## config.mk

```make
export PLATFORM = sky130hd
export DESIGN_NAME = timestamp_framer
export DESIGN_NICKNAME = d
export VERILOG_FILES = /design/src/rtl/tsf_pkg.sv /design/src/rtl/tsf_edge_sync.sv /design/src/rtl/tsf_timebase.sv /design/src/rtl/tsf_slot_arb.sv /design/src/rtl/tsf_irq_gen.sv /design/src/rtl/timestamp_framer.sv
export SDC_FILE = /design/constraint.sdc
export NUM_CORES = 1
export LEC_CHECK = 0
export ABC_AREA = 1
export BUFFER_PORTS_ARGS = -buffer_cell sky130_fd_sc_hd__buf_4
export CORE_MARGIN = 5
export CORE_UTILIZATION = 40
export CTS_CLUSTER_DIAMETER = 80
export CTS_CLUSTER_SIZE = 14
export DETAILED_ROUTE_END_ITERATION = 7
export PLACE_DENSITY = 0.64
export SETUP_SLACK_MARGIN = 0.02
export SYNTH_ARGS = -nofsm -noshare
export SYNTH_HDL_FRONTEND = slang
export SYNTH_HIERARCHICAL = 1
export SYNTH_SLANG_ARGS = --single-unit
export TNS_END_PERCENT = 20
```

## constraint.sdc

```tcl
create_clock -name clk -period 1.8 [get_ports clk]
set_input_delay 0.09 -clock clk [delete_from_list [all_inputs] [get_ports clk]]
set_output_delay 0.09 -clock clk [all_outputs]
set_load 0.05 [all_outputs]
```

## src/rtl/tsf_pkg.sv

```systemverilog
package tsf_pkg;
  // tag carried in the top bit of every output word
  typedef enum logic {
    TAG_EVENT  = 1'b0,
    TAG_MARKER = 1'b1
  } word_tag_e;

  localparam int unsigned DEF_TS_W   = 27;
  localparam int unsigned DEF_CYC_W  = 8;
  localparam int unsigned DEF_OCC_W  = 17;
  localparam int unsigned DEF_STAGES = 2;
endpackage

```

## src/rtl/tsf_edge_sync.sv

```systemverilog
module tsf_edge_sync #(
  parameter int unsigned STAGES = tsf_pkg::DEF_STAGES
) (
  input  logic clk,
  input  logic rst_n,
  input  logic async_i,
  output logic rise_o
);
  localparam int unsigned LAST = STAGES - 1;

  logic [STAGES-1:0] sync_q;
  logic              prev_q;

  generate
    if (STAGES == 1) begin : g_one
      always_ff @(posedge clk or negedge rst_n) begin
        if (!rst_n) sync_q <= '0;
        else        sync_q <= async_i;
      end
    end else begin : g_chain
      always_ff @(posedge clk or negedge rst_n) begin
        if (!rst_n) sync_q <= '0;
        else        sync_q <= {sync_q[STAGES-2:0], async_i};
      end
    end
  endgenerate

  always_ff @(posedge clk or negedge rst_n) begin
    if (!rst_n) prev_q <= 1'b0;
    else        prev_q <= sync_q[LAST];
  end

  assign rise_o = sync_q[LAST] & ~prev_q;

  AST_SINGLE_RISE: assert property (@(posedge clk) disable iff (!rst_n)
    rise_o |=> !rise_o);
endmodule

```

## src/rtl/tsf_timebase.sv

```systemverilog
module tsf_timebase #(
  parameter int unsigned TS_W  = tsf_pkg::DEF_TS_W,
  parameter int unsigned CYC_W = tsf_pkg::DEF_CYC_W
) (
  input  logic             clk,
  input  logic             rst_n,
  input  logic             pps_rise_i,
  output logic [TS_W-1:0]  stamp_o,
  output logic [CYC_W-1:0] cyc_num_o
);
  logic [TS_W-1:0]  cnt_q;
  logic [CYC_W-1:0] cyc_q;

  // the strobe edge itself is time 0, so the following edge sees 1
  function automatic logic [TS_W-1:0] next_count(input logic restart,
                                                 input logic [TS_W-1:0] cur);
    logic [TS_W-1:0] one;
    one = {{(TS_W-1){1'b0}}, 1'b1};
    return restart ? one : cur + one;
  endfunction

  function automatic logic [CYC_W-1:0] next_cycle(input logic [CYC_W-1:0] cur);
    return cur + {{(CYC_W-1){1'b0}}, 1'b1};
  endfunction

  always_ff @(posedge clk or negedge rst_n) begin
    if (!rst_n) begin
      cnt_q <= '0;
      cyc_q <= '0;
    end else begin
      cnt_q <= next_count(pps_rise_i, cnt_q);
      if (pps_rise_i) cyc_q <= next_cycle(cyc_q);
    end
  end

  assign stamp_o   = pps_rise_i ? '0 : cnt_q;
  assign cyc_num_o = cyc_q;
endmodule

```

## src/rtl/tsf_slot_arb.sv

```systemverilog
module tsf_slot_arb
  import tsf_pkg::*;
#(
  parameter int unsigned TS_W  = DEF_TS_W,
  parameter int unsigned CYC_W = DEF_CYC_W
) (
  input  logic             clk,
  input  logic             rst_n,
  input  logic             pps_rise_i,
  input  logic             trig_rise_i,
  input  logic [TS_W-1:0]  stamp_i,
  input  logic [CYC_W-1:0] cyc_num_i,
  input  logic             ready_i,
  output logic [TS_W:0]    word_o,
  output logic             valid_o,
  output logic             mk_busy_o,
  output logic             ev_busy_o,
  output logic             ovf_o
);
  localparam int unsigned WORD_W = TS_W + 1;

  logic             mk_vld_q, ev_vld_q, ovf_q;
  logic [CYC_W-1:0] mk_num_q;
  logic [TS_W-1:0]  ev_ts_q;

  logic fire, mk_take, ev_take, mk_load, ev_load, mk_drop, ev_drop;

  function automatic logic [WORD_W-1:0] pack_marker(input logic [CYC_W-1:0] n);
    logic [WORD_W-1:0] w;
    w = '0;
    w[WORD_W-1]  = TAG_MARKER;
    w[CYC_W-1:0] = n;
    return w;
  endfunction

  function automatic logic [WORD_W-1:0] pack_event(input logic [TS_W-1:0] ts);
    return {TAG_EVENT, ts};
  endfunction

  assign fire    = valid_o & ready_i;
  assign mk_take = fire & mk_vld_q;
  assign ev_take = fire & ~mk_vld_q;
  assign mk_load = pps_rise_i  & (~mk_vld_q | mk_take);
  assign ev_load = trig_rise_i & (~ev_vld_q | ev_take);
  assign mk_drop = pps_rise_i  & ~mk_load;
  assign ev_drop = trig_rise_i & ~ev_load;

  always_ff @(posedge clk or negedge rst_n) begin
    if (!rst_n) begin
      mk_vld_q <= 1'b0;
      mk_num_q <= '0;
    end else if (mk_load) begin
      mk_vld_q <= 1'b1;
      mk_num_q <= cyc_num_i;
    end else if (mk_take) begin
      mk_vld_q <= 1'b0;
    end
  end

  always_ff @(posedge clk or negedge rst_n) begin
    if (!rst_n) begin
      ev_vld_q <= 1'b0;
      ev_ts_q  <= '0;
    end else if (ev_load) begin
      ev_vld_q <= 1'b1;
      ev_ts_q  <= stamp_i;
    end else if (ev_take) begin
      ev_vld_q <= 1'b0;
    end
  end

  always_ff @(posedge clk or negedge rst_n) begin
    if (!rst_n) ovf_q <= 1'b0;
    else        ovf_q <= ovf_q | mk_drop | ev_drop;
  end

  assign valid_o   = mk_vld_q | ev_vld_q;
  assign word_o    = mk_vld_q ? pack_marker(mk_num_q) : pack_event(ev_ts_q);
  assign mk_busy_o = mk_vld_q;
  assign ev_busy_o = ev_vld_q;
  assign ovf_o     = ovf_q;

  AST_EVENT_STAMP_ZERO: assert property (@(posedge clk) disable iff (!rst_n)
    (ev_load && pps_rise_i) |=> (ev_vld_q && ev_ts_q == '0));
endmodule

```

## src/rtl/tsf_irq_gen.sv

```systemverilog
module tsf_irq_gen #(
  parameter int unsigned OCC_W = tsf_pkg::DEF_OCC_W
) (
  input  logic             clk,
  input  logic             rst_n,
  input  logic             pps_rise_i,
  input  logic [OCC_W-1:0] occ_i,
  input  logic [OCC_W-1:0] thresh_i,
  output logic             irq_o
);
  logic above, above_q, irq_q;

  function automatic logic reached(input logic [OCC_W-1:0] occ,
                                   input logic [OCC_W-1:0] thr);
    return occ >= thr;
  endfunction

  assign above = reached(occ_i, thresh_i);

  always_ff @(posedge clk or negedge rst_n) begin
    if (!rst_n) begin
      above_q <= 1'b0;
      irq_q   <= 1'b0;
    end else begin
      above_q <= above;
      irq_q   <= pps_rise_i | (above & ~above_q);
    end
  end

  assign irq_o = irq_q;
endmodule

```

## src/rtl/timestamp_framer.sv

```systemverilog
module timestamp_framer #(
  parameter int unsigned TS_W   = tsf_pkg::DEF_TS_W,
  parameter int unsigned CYC_W  = tsf_pkg::DEF_CYC_W,
  parameter int unsigned OCC_W  = tsf_pkg::DEF_OCC_W,
  parameter int unsigned STAGES = tsf_pkg::DEF_STAGES
) (
  input  logic             clk,
  input  logic             rst_n,
  input  logic             pps_i,
  input  logic             trig_i,
  input  logic [OCC_W-1:0] occ_i,
  input  logic [OCC_W-1:0] occ_thresh_i,
  output logic [TS_W:0]    word_o,
  output logic             valid_o,
  input  logic             ready_i,
  output logic             irq_o,
  output logic             overflow_o
);
  localparam int unsigned WORD_W = TS_W + 1;

  // internal events brought out as named wires
  logic             pps_rise, trig_rise;
  logic [TS_W-1:0]  stamp;
  logic [CYC_W-1:0] cyc_num;
  logic             mk_busy, ev_busy;

  tsf_edge_sync #(.STAGES(STAGES)) u_pps_sync (
    .clk(clk), .rst_n(rst_n), .async_i(pps_i), .rise_o(pps_rise));

  tsf_edge_sync #(.STAGES(STAGES)) u_trig_sync (
    .clk(clk), .rst_n(rst_n), .async_i(trig_i), .rise_o(trig_rise));

  tsf_timebase #(.TS_W(TS_W), .CYC_W(CYC_W)) u_timebase (
    .clk(clk), .rst_n(rst_n), .pps_rise_i(pps_rise),
    .stamp_o(stamp), .cyc_num_o(cyc_num));

  tsf_slot_arb #(.TS_W(TS_W), .CYC_W(CYC_W)) u_arb (
    .clk(clk), .rst_n(rst_n), .pps_rise_i(pps_rise), .trig_rise_i(trig_rise),
    .stamp_i(stamp), .cyc_num_i(cyc_num), .ready_i(ready_i),
    .word_o(word_o), .valid_o(valid_o), .mk_busy_o(mk_busy),
    .ev_busy_o(ev_busy), .ovf_o(overflow_o));

  tsf_irq_gen #(.OCC_W(OCC_W)) u_irq (
    .clk(clk), .rst_n(rst_n), .pps_rise_i(pps_rise), .occ_i(occ_i),
    .thresh_i(occ_thresh_i), .irq_o(irq_o));

  AST_MARKER_ON_PPS: assert property (@(posedge clk) disable iff (!rst_n)
    pps_rise |=> (valid_o && word_o[WORD_W-1]));
  AST_IRQ_ON_PPS: assert property (@(posedge clk) disable iff (!rst_n)
    pps_rise |=> irq_o);
  AST_VALID_HOLDS: assert property (@(posedge clk) disable iff (!rst_n)
    (valid_o && !ready_i) |=> valid_o);
  AST_DROP_FLAGGED: assert property (@(posedge clk) disable iff (!rst_n)
    (trig_rise && ev_busy && !(valid_o && ready_i && !mk_busy)) |=> overflow_o);
  AST_OVF_STICKY: assert property (@(posedge clk) disable iff (!rst_n)
    overflow_o |=> overflow_o);
endmodule

```

======== After elaboration in Yosys (flattened, before gate mapping) ========
Cells that the tools add are included.
W data, S select, Z words.
storage, ports and cells
  bits in registers ....................... 81
  input port bits ......................... 39
  output and inout bits ................... 31
  logic and storage cells ................. 48
operators by class
  $add $sub $neg .......................... 2
  magnitude comparators ................... 1
  multiplexer cells ....................... 7
  bitwise operators ....................... 23
  reduce and logical (&&, ||, !) cells .... 2
operators with widths
  cell                     number
  $mux W27                 2
  $mux W28                 1
  $add A27 B1 Y27 const B  1
  $ge A17 B17 Y1           1
  $and A1 B1 Y1            10
  $add A8 B1 Y8 const B    1
  $not A1 Y1               7
  $or A1 B1 Y1             6
  $mux W1                  4
  $reduce_bool A2 Y1       2

======== Logic depth before layout (Yosys ltp) ========
  depth in word-level cells ............... 9
  depth in mapped cells ................... 12
  depth with buffers taken out ............ 12

======== Cells and area by module ========
The synthesis kept the hierarchy.
by module, submodules not included
  module         instances  cells each  area each (um^2)  sequential area each (um^2)
  tsf_timebase   1          283         1981.9            875.8
  tsf_slot_arb   1          231         1765.4            950.9
  tsf_irq_gen    1          89          583.1             50.0
  tsf_edge_sync  2          5           85.1              75.1

======== Least setup slack after synthesis ========
No wires, ideal clock.
  path type ............................... register to output
  start point ............................. register u_arb.mk_vld_q, in the netlist u_arb/mk_busy_o
  end point ............................... output port word_o[15]
  data arrival time ....................... 1.404 ns
  required time ........................... 1.710 ns
  slack ................................... 0.306 ns
  cell stages (with the launch flop) ...... 4
  buffers on the path ..................... 2
  cells stage by stage .................... dfrtp_1 -> buf_2 -> buf_2 -> nor2_1
on the way
  longest elaborated chain between the ends .. 1
ends and longest elaborated chain
  what                    line                    source
  start, declared         tsf_slot_arb.sv:22      logic mk_vld_q, ev_vld_q, ovf_q;
  start signal, assigned  tsf_slot_arb.sv:50      mk_vld_q <= 1'b0;
  start signal, assigned  tsf_slot_arb.sv:53      mk_vld_q <= 1'b1;
  start signal, assigned  tsf_slot_arb.sv:56      mk_vld_q <= 1'b0;
  $mux W28                tsf_slot_arb.sv:78      assign word_o = mk_vld_q ? pack_marker(mk_num_q) : pack_event(ev_ts_q);
  end, declared           timestamp_framer.sv:13  output logic [TS_W:0] word_o,
Every way passes these cells.

======== Final worst setup path ========
  start point ............................. register u_arb.mk_vld_q, in the netlist u_arb/mk_busy_o
  end point ............................... output port valid_o
on the way
  longest elaborated chain between the ends .. 1
ends and longest elaborated chain
  what           line                    source
  $or A1 B1 Y1   tsf_slot_arb.sv:77      assign valid_o = mk_vld_q | ev_vld_q;
  end, declared  timestamp_framer.sv:14  output logic valid_o,
Every way passes these cells.

==> flow_metrics.tcl <==
set metrics [dict create \
    worstHoldPathType "in2reg" \
    grt_pass1_wl_um 17200 \
    synth_area_leader_cell "dfrtp_1" \
    ant_nets 0 \
    cts_buffers 9 \
    slew_headroom_pct 56.3 \
    root_buffer "clkbuf_16" \
    core_um2 10900 \
    reg2reg_to "u_arb/ev_ts_q[12]" \
    slowest_delay_ns 0.49 \
    setup_tns_ns 0 \
    crit_top_cell "buf_4" \
    place_congestion 0.858 \
    hold_viol_final 0 \
    grtUsageMet1_pct 20.7 \
    via_count 3851 \
    portBuffers 69 \
    final_core_util_pct 49.9 \
    holdPathStages 4 \
    yosysMostFrequentCell "nand2_1" \
    rows 38 \
    p_per_area_nw_per_um2 889 \
    start_util_pct 41.2 \
    antenna_cells 0 \
    track_usage_pct 15.7 \
    async_flop_share_pct 100 \
    first_iter_violations 263 \
    viasPerCell 4.65 \
    slew_violations 0 \
    hpwl_um 7320 \
    finClkSkew_ns 0.00457 \
    die_w_um 116 \
    drv_cap 0 \
    post-route-period-util_pct 93.0 \
    cts-resized-gates 0 \
    num_io_pins 70 \
    seq_area_frac_synth_pct 45.0 \
    whs_ns 0.0756 \
    grtUsageMet2_pct 25.5 \
    setup_slack_ns 0.126 \
    dieHeight_um 116 \
    area_growth_pct 21.2 \
    hold_end "u_arb/ovf_o" \
    reg2reg_depth 6 \
    ir_worst_vdd_v 0.000549 \
    wl_um 9660 \
    synth_nets 671 \
    fin_nets 743 \
    total_power_mw 4.85 \
    drc 0 \
    worst_pin_slew_ns 0.656 \
    synth-edff-count 0 \
    critical_path_peak_fanout 22 \
    critPathLaunchType "flip-flop" \
    clk_pin_slew_ns 0.06 \
    antenna_found_initial 0 \
    synth_seq_cells 81 \
    path_delay_family "flip-flops" \
    yosys-top-cells-count "175 x nand2_1, 102 x nor2_1, 87 x inv_1" \
    pre_cts_ws_ns 0.294 \
    netlist.area_leader.share_pct 45.0 \
    ys.flop_type "dfrtp_1" \
    multi_input_area_um2 2030 \
    seq_area_um2 2030 \
    clockBufferDepth 2 \
    min_period_ns 1.67 \
    grt_pass1_vias 3833 \
    power_leakage_nw 2.88 \
    n_fill_cell 1063 \
    r2r-start "u_arb/mk_busy_o" \
    synth_cells 613 \
    drive_gt1_share_pct 17.1 \
    cp_cell_sequence "buf_4 -> or2_2 -> buf_4" \
    rrSetupSlack_ns 0.30 \
    yosys_warnings 6 \
    dr.pass1.iters 4 \
    detail_route.wl_per_cell_um 11.7 \
    dieArea_um2 13500 \
    cts_tree "yes" \
    met3_usage_pct 3.34 \
    cp_num_buf_inv 2 \
    top_usage_layer "met2" \
    grt_max_degree 46 \
    required_ns 1.71 \
    clock_latency_ns 0.34 \
    slowest_stage "dfrtp_1" \
    hp-start "ready_i" \
    synth_area_per_cell_um2 7.34 \
    cts_sinks 81 \
    synth_cell_types 28 \
    overflow 0 \
    rsz0062_at_grt "no" \
    status "finished clean" \
    synth_area_leaders "dfrtp_1 45%, nand2_1 15%, nor2_1 8.5%" \
    htreeDepth 3 \
    worst-setup-path-type "reg2out" \
    critical_path_arrival_ns 1.58 \
    syn-cell-area_um2 4500 \
    fmax_mhz 597 \
    setup_viol 0 \
    worst_setup_path_end_kind "primary output" \
]
==> metrics by stage <==
step / area, um2 / cells
floorplan: 4500 / 613
global route: 5460 / 829
finish: 5460 / 829
CTS: 5460 / 829
detailed placement: 5140 / 811
global placement: 5140 / 811
==> worst register-to-register path, stage by stage (launching register included) <==
cell	delay [ns]
dfrtp_1	0.49
inv_2	0.17
nand2_1	0.09
nand2_1	0.10
nand2_2	0.31
nand2_1	0.18
nand2_1	0.06
==> cell type report <==
cell class | count | area share, %
Multi-Input combinational cell | 424 | 37.2
Clock inverter | 3 | 0.275
Timing Repair Buffer | 80 | 11.1
Tap cell | 140 | 3.21
Inverter | 89 | 6.12
Clock buffer | 12 | 4.88
Sequential cell | 81 | 37.1
==> flip-flops by register name, summed over array words and instances (netlist names) <==
signal	count
u_irq/irq_o	1
u_arb/ev_ts_q	27
u_trig_sync/sync_q	2
u_irq/above_q	1
u_timebase/cnt_q	27
u_arb/ovf_o	1
u_arb/mk_num_q	8
u_timebase/cyc_num_o	8
u_pps_sync/prev_q	1
u_arb/ev_busy_o	1
u_arb/mk_busy_o	1
u_pps_sync/sync_q	2
u_trig_sync/prev_q	1
==> where the power goes <==
group	internal [mW]	leakage (nW)	total [mW]	switching, mW
Sequential	2.02	1.08	2.19	0.167
Combinational	0.331	1.65	0.944	0.613
Clock	1.03	0.144	1.72	0.689
Total	3.38	2.88	4.85	1.47
==> metal layers <==
metal / part of all wire [%] / up-vias / wire, um
met5: 0 / - / 0
met1: 48 / 1759 / 4610
met4: 1.6 / 0 / 155
met2: 47 / 60 / 4510
li1: - / 2021 / -
met3: 4.0 / 11 / 385
==> placed cells by master (no fill, tap or decap), types with 2 or more instances in the layout <==
cell type and count:
nor2_1 102, clkbuf_16 9, o21ai_0 11, clkbuf_8 3, xor2_1 6, nand2_1 175
clkinv_2 3, nand3_1 51, nor2_2 8, a21oi_1 21, nand3b_1 2, nor2_4 5
nand4_1 3, dfrtp_1 81, nor3_2 2, nand2_2 6, nand3_2 2, xnor2_1 2
nor3_1 5, inv_2 2, ha_1 19, dlygate4sd3_1 3, buf_4 77, inv_1 87
==> kinds of logic after synthesis <==
group / after synthesis / share of synthesized area, %
adders and majority gates: 19 / 5.28
and+or+nand+nor: 363 / 34.4
AOI/OAI and AO/OA: 34 / 3.84
DFF: 81 / 45.0
buffers and inverters: 108 / 9.84
xor gates and xnor gates: 8 / 1.56
==> how the worst max path moves through the flow <==
stage	startpoint	slack (ns)	cells after the start	end
after detailed placement	u_arb/mk_busy_o	0.29	6	u_arb/ev_ts_q[25]
final	u_arb/mk_busy_o	0.13	3	valid_o
after CTS	u_arb/mk_busy_o	0.10	3	valid_o
after floorplan	u_arb/mk_busy_o	0.31	3	word_o[15]
after global routing	u_arb/mk_busy_o	0.04	3	valid_o
after global placement	u_arb/mk_busy_o	0.39	6	u_arb/ev_ts_q[25]
==> what timing repair did <==
action,4_1_cts,5_1_grt
hold buffers,3,0
buffers inserted,0,0
endpoints found under the hold margin,44,0
No activity file was read; power rests on OpenSTA's default activity.
